[src/rtl/scpad_pkg.sv]
package scpad_pkg;
  typedef enum logic [2:0] {
    ST_CMD, ST_WADDR, ST_WDATA, ST_RADDR, ST_RDATA, ST_MADDR, ST_MDATA, ST_HALT
  } eng_state_t;

  localparam logic [7:0] OP_SP_WRITE = 8'h0F;
  localparam logic [7:0] OP_SP_READ  = 8'hAA;
  localparam logic [7:0] OP_COMMIT   = 8'h55;
  localparam logic [7:0] OP_MEM_READ = 8'hF0;
endpackage

[src/rtl/scpad_fsm.sv]
module scpad_fsm
  import scpad_pkg::*;
(
  input  logic       clk,
  input  logic       rst_n,
  input  logic       bus_reset,
  input  logic       granted,
  input  logic       rx_fire,
  input  logic [7:0] rx_byte,
  input  logic       tx_fire,
  output eng_state_t state,
  output logic       load_addr,
  output logic       step_addr,
  output logic       sp_we,
  output logic       commit
);
  eng_state_t nxt;
  logic       cmd_take;

  assign cmd_take  = rx_fire && granted && (state == ST_CMD) && !bus_reset;
  assign load_addr = rx_fire && !bus_reset &&
                     (state == ST_WADDR || state == ST_RADDR || state == ST_MADDR);
  assign sp_we     = rx_fire && !bus_reset && (state == ST_WDATA);
  assign step_addr = sp_we || (tx_fire && !bus_reset);
  assign commit    = cmd_take && (rx_byte == OP_COMMIT);

  always_comb begin
    nxt = state;
    if (bus_reset) begin
      nxt = ST_CMD;
    end else begin
      case (state)
        ST_CMD: begin
          if (rx_fire && granted) begin
            case (rx_byte)
              OP_SP_WRITE: nxt = ST_WADDR;
              OP_SP_READ:  nxt = ST_RADDR;
              OP_MEM_READ: nxt = ST_MADDR;
              default:     nxt = ST_HALT;
            endcase
          end
        end
        ST_WADDR: if (rx_fire) nxt = ST_WDATA;
        ST_RADDR: if (rx_fire) nxt = ST_RDATA;
        ST_MADDR: if (rx_fire) nxt = ST_MDATA;
        default:  nxt = state;
      endcase
    end
  end

  always_ff @(posedge clk or negedge rst_n) begin
    if (!rst_n) state <= ST_CMD;
    else        state <= nxt;
  end
endmodule

[src/rtl/scpad_addr.sv]
module scpad_addr #(
  parameter int DEPTH = 32,
  localparam int AW   = $clog2(DEPTH)
) (
  input  logic          clk,
  input  logic          rst_n,
  input  logic          load,
  input  logic [AW-1:0] load_val,
  input  logic          step,
  output logic [AW-1:0] addr
);
  localparam logic [AW-1:0] LAST = AW'(DEPTH - 1);

  always_ff @(posedge clk or negedge rst_n) begin
    if (!rst_n)       addr <= '0;
    else if (load)    addr <= load_val;
    else if (step)    addr <= (addr == LAST) ? '0 : addr + 1'b1;
  end
endmodule

[src/rtl/scpad_bank.sv]
module scpad_bank #(
  parameter int DEPTH = 32,
  parameter int DW    = 8,
  localparam int AW   = $clog2(DEPTH)
) (
  input  logic                clk,
  input  logic                rst_n,
  input  logic                we,
  input  logic [AW-1:0]       waddr,
  input  logic [DW-1:0]       wdata,
  input  logic                bulk_load,
  input  logic [DEPTH*DW-1:0] bulk_in,
  output logic [DEPTH*DW-1:0] contents
);
  for (genvar i = 0; i < DEPTH; i++) begin : g_ent
    logic [DW-1:0] q;
    always_ff @(posedge clk or negedge rst_n) begin
      if (!rst_n)                          q <= '0;
      else if (bulk_load)                  q <= bulk_in[i*DW +: DW];
      else if (we && waddr == AW'(i))      q <= wdata;
    end
    assign contents[i*DW +: DW] = q;
  end
endmodule

[src/rtl/scratch_cmd_engine.sv]
module scratch_cmd_engine
  import scpad_pkg::*;
#(
  parameter int DEPTH = 32,
  localparam int DW   = 8,
  localparam int AW   = $clog2(DEPTH)
) (
  input  logic          clk,
  input  logic          rst_n,
  input  logic          bus_reset,
  input  logic          granted,
  input  logic          rx_valid,
  output logic          rx_ready,
  input  logic [DW-1:0] rx_byte,
  output logic          tx_valid,
  input  logic          tx_ready,
  output logic [DW-1:0] tx_data
);
  eng_state_t          state;
  logic                load_addr, step_addr, sp_we, commit, tx_fire;
  logic [AW-1:0]       addr;
  logic [DEPTH*DW-1:0] sp_flat, mem_flat;

  assign rx_ready = 1'b1;
  assign tx_valid = (state == ST_RDATA) || (state == ST_MDATA);
  assign tx_fire  = tx_valid && tx_ready;

  scpad_fsm u_fsm (
    .clk(clk), .rst_n(rst_n), .bus_reset(bus_reset), .granted(granted),
    .rx_fire(rx_valid), .rx_byte(rx_byte), .tx_fire(tx_fire),
    .state(state), .load_addr(load_addr), .step_addr(step_addr),
    .sp_we(sp_we), .commit(commit)
  );

  scpad_addr #(.DEPTH(DEPTH)) u_addr (
    .clk(clk), .rst_n(rst_n), .load(load_addr), .load_val(rx_byte[AW-1:0]),
    .step(step_addr), .addr(addr)
  );

  scpad_bank #(.DEPTH(DEPTH), .DW(DW)) u_scratch (
    .clk(clk), .rst_n(rst_n), .we(sp_we), .waddr(addr), .wdata(rx_byte),
    .bulk_load(1'b0), .bulk_in('0), .contents(sp_flat)
  );

  scpad_bank #(.DEPTH(DEPTH), .DW(DW)) u_memory (
    .clk(clk), .rst_n(rst_n), .we(1'b0), .waddr('0), .wdata('0),
    .bulk_load(commit), .bulk_in(sp_flat), .contents(mem_flat)
  );

  assign tx_data = (state == ST_MDATA) ? mem_flat[int'(addr)*DW +: DW]
                                       : sp_flat[int'(addr)*DW +: DW];
endmodule

[config.mk]
export PLATFORM = sky130hd
export DESIGN_NAME = scratch_cmd_engine
export DESIGN_NICKNAME = d
export VERILOG_FILES = /design/src/rtl/scpad_pkg.sv /design/src/rtl/scpad_fsm.sv /design/src/rtl/scpad_addr.sv /design/src/rtl/scpad_bank.sv /design/src/rtl/scratch_cmd_engine.sv
export SDC_FILE = /design/constraint.sdc
export NUM_CORES = 1
export LEC_CHECK = 0
export BUFFER_PORTS_ARGS = -buffer_cell sky130_fd_sc_hd__clkbuf_2
export CAP_MARGIN = 30
export CELL_PAD_IN_SITES_DETAIL_PLACEMENT = 1
export CELL_PAD_IN_SITES_GLOBAL_PLACEMENT = 1
export CORE_MARGIN = 4
export CORE_UTILIZATION = 28
export CTS_CLUSTER_DIAMETER = 60
export CTS_CLUSTER_SIZE = 24
export DETAILED_ROUTE_END_ITERATION = 10
export PLACE_DENSITY = 0.46
export SYNTH_ARGS = -nofsm -noshare
export SYNTH_HDL_FRONTEND = slang
export SYNTH_SLANG_ARGS = --single-unit
[constraint.sdc]
create_clock -name clk -period 5 [get_ports clk]
set_input_delay 1.25 -clock clk [delete_from_list [all_inputs] [get_ports clk]]
set_output_delay 1.25 -clock clk [all_outputs]
set_load 0.02 [all_outputs]
==> impl_metrics.yaml <==
worst_setup_path:
  cpPeakStageDelay_ns: 0.54
  critPathLaunchType: "flop"
  critical-path-slowest-cell: "mux4_2"
  crit_chain: "and3b_4, buf_12, buf_4, mux4_2, a31oi_1, o21ai_1, a221oi_4, a31oi_2, clkbuf_2"
  reg2reg_depth: 6
  crit_fanout: 19
  worst_setup_path_end_kind: "output pin"
  crit_arrival_ns: 3.64
  cp.required_ns: 3.75
  worstSetupPathType: "flop to output pin"
logic_synthesis:
  ys.flop_type: "dfrtp_1"
  synth_xor_area_share_pct: 0
  synthSimpleGateAreaFrac_pct: 4.89
  synth_top_family_by_area: "multiplexers"
  ys_ff_latch: 520
  synth_cell_types: 60
  synthAdderAreaFrac_pct: 0.312
  ys_seq_area_share_pct: 54.1
  avgSynthCellArea_um2: 14.3
  synth_area_um2: 24000
  synthCells: 1679
  muxShareOfSynthArea_pct: 34.2
  synth_edf_count: 0
  synth_warnings: 0
  synth_compound_area_share_pct: 4.06
  synthArstFlopShare_pct: 100
  synth_fp_nets: 1699
global_routing:
  grt_pass1_vias: 15870
  antenna_found_initial: 3
  grt_pass1_wl_um: 111000
  grt_max_degree: 95
  grtUsageTotal_pct: 16.4
  overflow: 0
clocking:
  cts_buffer_depth: 3
  cts-root-buf: "clkbuf_16"
  cts_tree: "built"
  hold_buffers: 0
  post_cts_buffers: 0
  path_clk_slew_ns: 0.07
  htreeDepth: 2
  insertion_delay_ns: 0.61
  cts_buffers: 53
  clock-sinks: 520
power_and_ir_drop:
  p_clk_share_pct: 37.6
  leakage_uw: 0.0131
  p_switching_uw: 4030
  internal_power_uw: 7990
  powerDensity_nw_per_um2: 433
  pwr-share-comb_pct: 23.2
  irDropWorstVdd_mv: 0.273
  power.total_uw: 12000
  p_sw_share_pct: 33.5
  p_seq_share_pct: 39.2
finish:
  num-nets-final: 1724
  fill_cells: 8916
  multiInputGateArea_um2: 10500
  regArea_um2: 13000
  final_cell_area_um2: 27800
  area_growth_pct: 15.5
  drive_above_1_share_pct: 46.3
sta:
  finClkSkew_ns: 0.0254
  rsz0062_at_grt: "false"
  finalHoldViolCount: 0
  slew_headroom_pct: 31.3
  fin_crit_ns: 4.89
  tns_ns: 0
  tightest_slew_ns: 1.03
  slew_violations: 0
  setup_slack_ns: 0.111
  fmax_mhz: 205
  post-route-period-util_pct: 97.8
  fin_hold_ws_ns: 0.501
  finalSetupViolations: 0
floorplanning:
  num_rows: 107
  dieWidth_um: 301
  fp.dieH_um: 301
  initial_core_util_pct: 28.2
  io_pins: 24
  fp.coreArea_um2: 85100
  dieArea_um2: 90600
run_status:
  status: "finished clean"
drt:
  post_drt_wl_per_cell_um: 25.6
  drt_iter0_drc: 628
  vias: 14543
  viasPerCell: 5.03
  first_pass_iters: 5
  drtAntennaViolNets: 0
  drc: 0
  wirelength_um: 74000
place:
  placement.io_buffers: 22
  dpl_cell_area_um2: 25700
  dpl_worst_slack_ns: 0.419
  place_congestion: 0.765
  hpwl_um: 47000
worst_hold_path:
  hp-class: "flop to flop"
  hold_depth: 1
flow_run:
  maxCapViolCount: 0
-- worst max-delay path, delay by kind of cell (launching register included) --
kind,cells,cell delay (ns)
flip-flops,1,0.49
AO/OA/AOI/OAI,4,0.95
multiplexers,1,0.54
AND/OR/NAND/NOR,1,0.40
buffers and inverters,3,0.64
-- cell families after synthesis --
| group | Yosys count |
|---|---|
| other | 1 |
| adder cells (fa/ha/maj) | 6 |
| multiplexers | 649 |
| buffers and inverters | 122 |
| flip-flops | 520 |
| AND/OR/NAND/NOR | 246 |
| AO/OA/AOI/OAI | 135 |
-- cell usage after synthesis (6+ instances only) --
library cell / instances / area share, %
nand2_1: 97 / 1.5
dfrtp_1: 520 / 54
nand4_1: 6 / 0.16
clkbuf_1: 84 / 1.3
ha_1: 6 / 0.31
o31ai_1: 7 / 0.22
mux2_2: 495 / 23
and3_1: 22 / 0.57
nand3_1: 38 / 0.79
buf_2: 6 / 0.12
buf_1: 7 / 0.11
nor2_1: 32 / 0.50
a32oi_1: 8 / 0.29
nor2_2: 30 / 0.78
a22oi_1: 9 / 0.28
a31oi_1: 28 / 0.73
a21oi_1: 19 / 0.40
a221oi_1: 10 / 0.36
mux2i_1: 49 / 2.0
a311oi_1: 8 / 0.29
mux4_2: 86 / 8.1
buf_4: 9 / 0.28
o21ai_0: 8 / 0.17
mux2_1: 19 / 0.89
-- path summary, 6_finish.rpt --
kind / end / slack (ns) / startpoint
worst min-delay path: u_memory.g_ent[13].q[0]$_DFFE_PN0P_ / 0.50 / u_memory.g_ent[13].q[0]$_DFFE_PN0P_
worst max register to register: u_scratch.g_ent[20].q[6]$_DFFE_PN0P_ / 2.03 / u_fsm.state[1]$_DFFE_PN0P_
max in group asynchronous: u_scratch.g_ent[8].q[2]$_DFFE_PN0P_ / 3.29 / rst_n
worst max-delay path: tx_data[4] / 0.11 / u_fsm.state[0]$_DFFE_PN0P_
min in group asynchronous: u_scratch.g_ent[14].q[0]$_DFFE_PN0P_ / 0.70 / rst_n
worst min register to register: u_memory.g_ent[13].q[0]$_DFFE_PN0P_ / 0.50 / u_memory.g_ent[13].q[0]$_DFFE_PN0P_
-- sequential cells by signal, summed over array words and instances, names as in the netlist --
signal and flops:
u_addr.addr 5, u_scratch.g_ent.q 256, u_fsm.state 3, u_memory.g_ent.q 256
-- through the flow --
step / instances / utilization, %
6_report: 2893 / 32.6
5_1_grt: 2892 / 32.6
4_1_cts: 2891 / 32.6
3_5_place_dp: 2792 / 30.2
3_3_place_gp: 2791 / 30.2
2_1_floorplan: 1679 / -
-- cells in the final DEF (no fill, tap or decap), types with 6 or more instances in the layout --
cell type	synthesis	final
mux2_2	495	495
buf_4	9	48
bufinv_16	0	8
nand2_1	97	97
mux4_2	86	86
inv_8	0	9
clkbuf_2	1	21
a22oi_1	9	9
ha_1	6	6
and3_1	22	22
a221oi_1	10	9
o21ai_0	8	7
a32oi_1	8	8
buf_12	3	13
nor2_1	32	32
nand4_1	6	6
dfrtp_1	520	517
nor2_2	30	30
mux2_1	19	19
nand3_1	38	37
a31oi_1	28	26
a311oi_1	8	8
clkinv_8	0	6
a21oi_1	19	19
clkbuf_16	0	56
mux2i_1	49	49
-- power by group through the flow --
| stage | Combinational [uW] | Clock, uW | Sequential [uW] |
|---|---|---|---|
| 6_report | 2790 | 4520 | 4710 |
| 2_1_floorplan | 1560 | 0 | 4660 |
| 3_3_place_gp | 2760 | 0 | 4770 |
| 5_1_grt | 2970 | 4850 | 4750 |
| 4_1_cts | 2820 | 4670 | 4710 |
| 3_5_place_dp | 2770 | 0 | 4790 |
-- per-layer routing --
metal / GRT usage (%) / share of wire [%] / up-vias
li1: - / - / 6291
met1: 22.9 / 47 / 7989
met2: 27.2 / 48 / 178
met3: 2.14 / 3.1 / 85
met4: 3.79 / 2.1 / 0
met5: 0 / 0 / -
-- repair_timing --
| item | in CTS | in global routing |
|---|---|---|
| setup endpoints to repair | 3 | 3 |
| cloned | 0 | 1 |
| gates resized for setup | 8 | 3 |
-- cell type report --
cell class | instances | area share (%)
inverter | 7 | 0.0946
antenna | 1 | 0.00901
sequential | 520 | 46.9
timing repair buffer | 85 | 2.86
multi-input combinational | 1037 | 37.8
tap | 1144 | 5.15
clock buffer | 61 | 5.14
clock inverter | 38 | 2.04
Note: power is estimated with default switching activity, not from simulation.
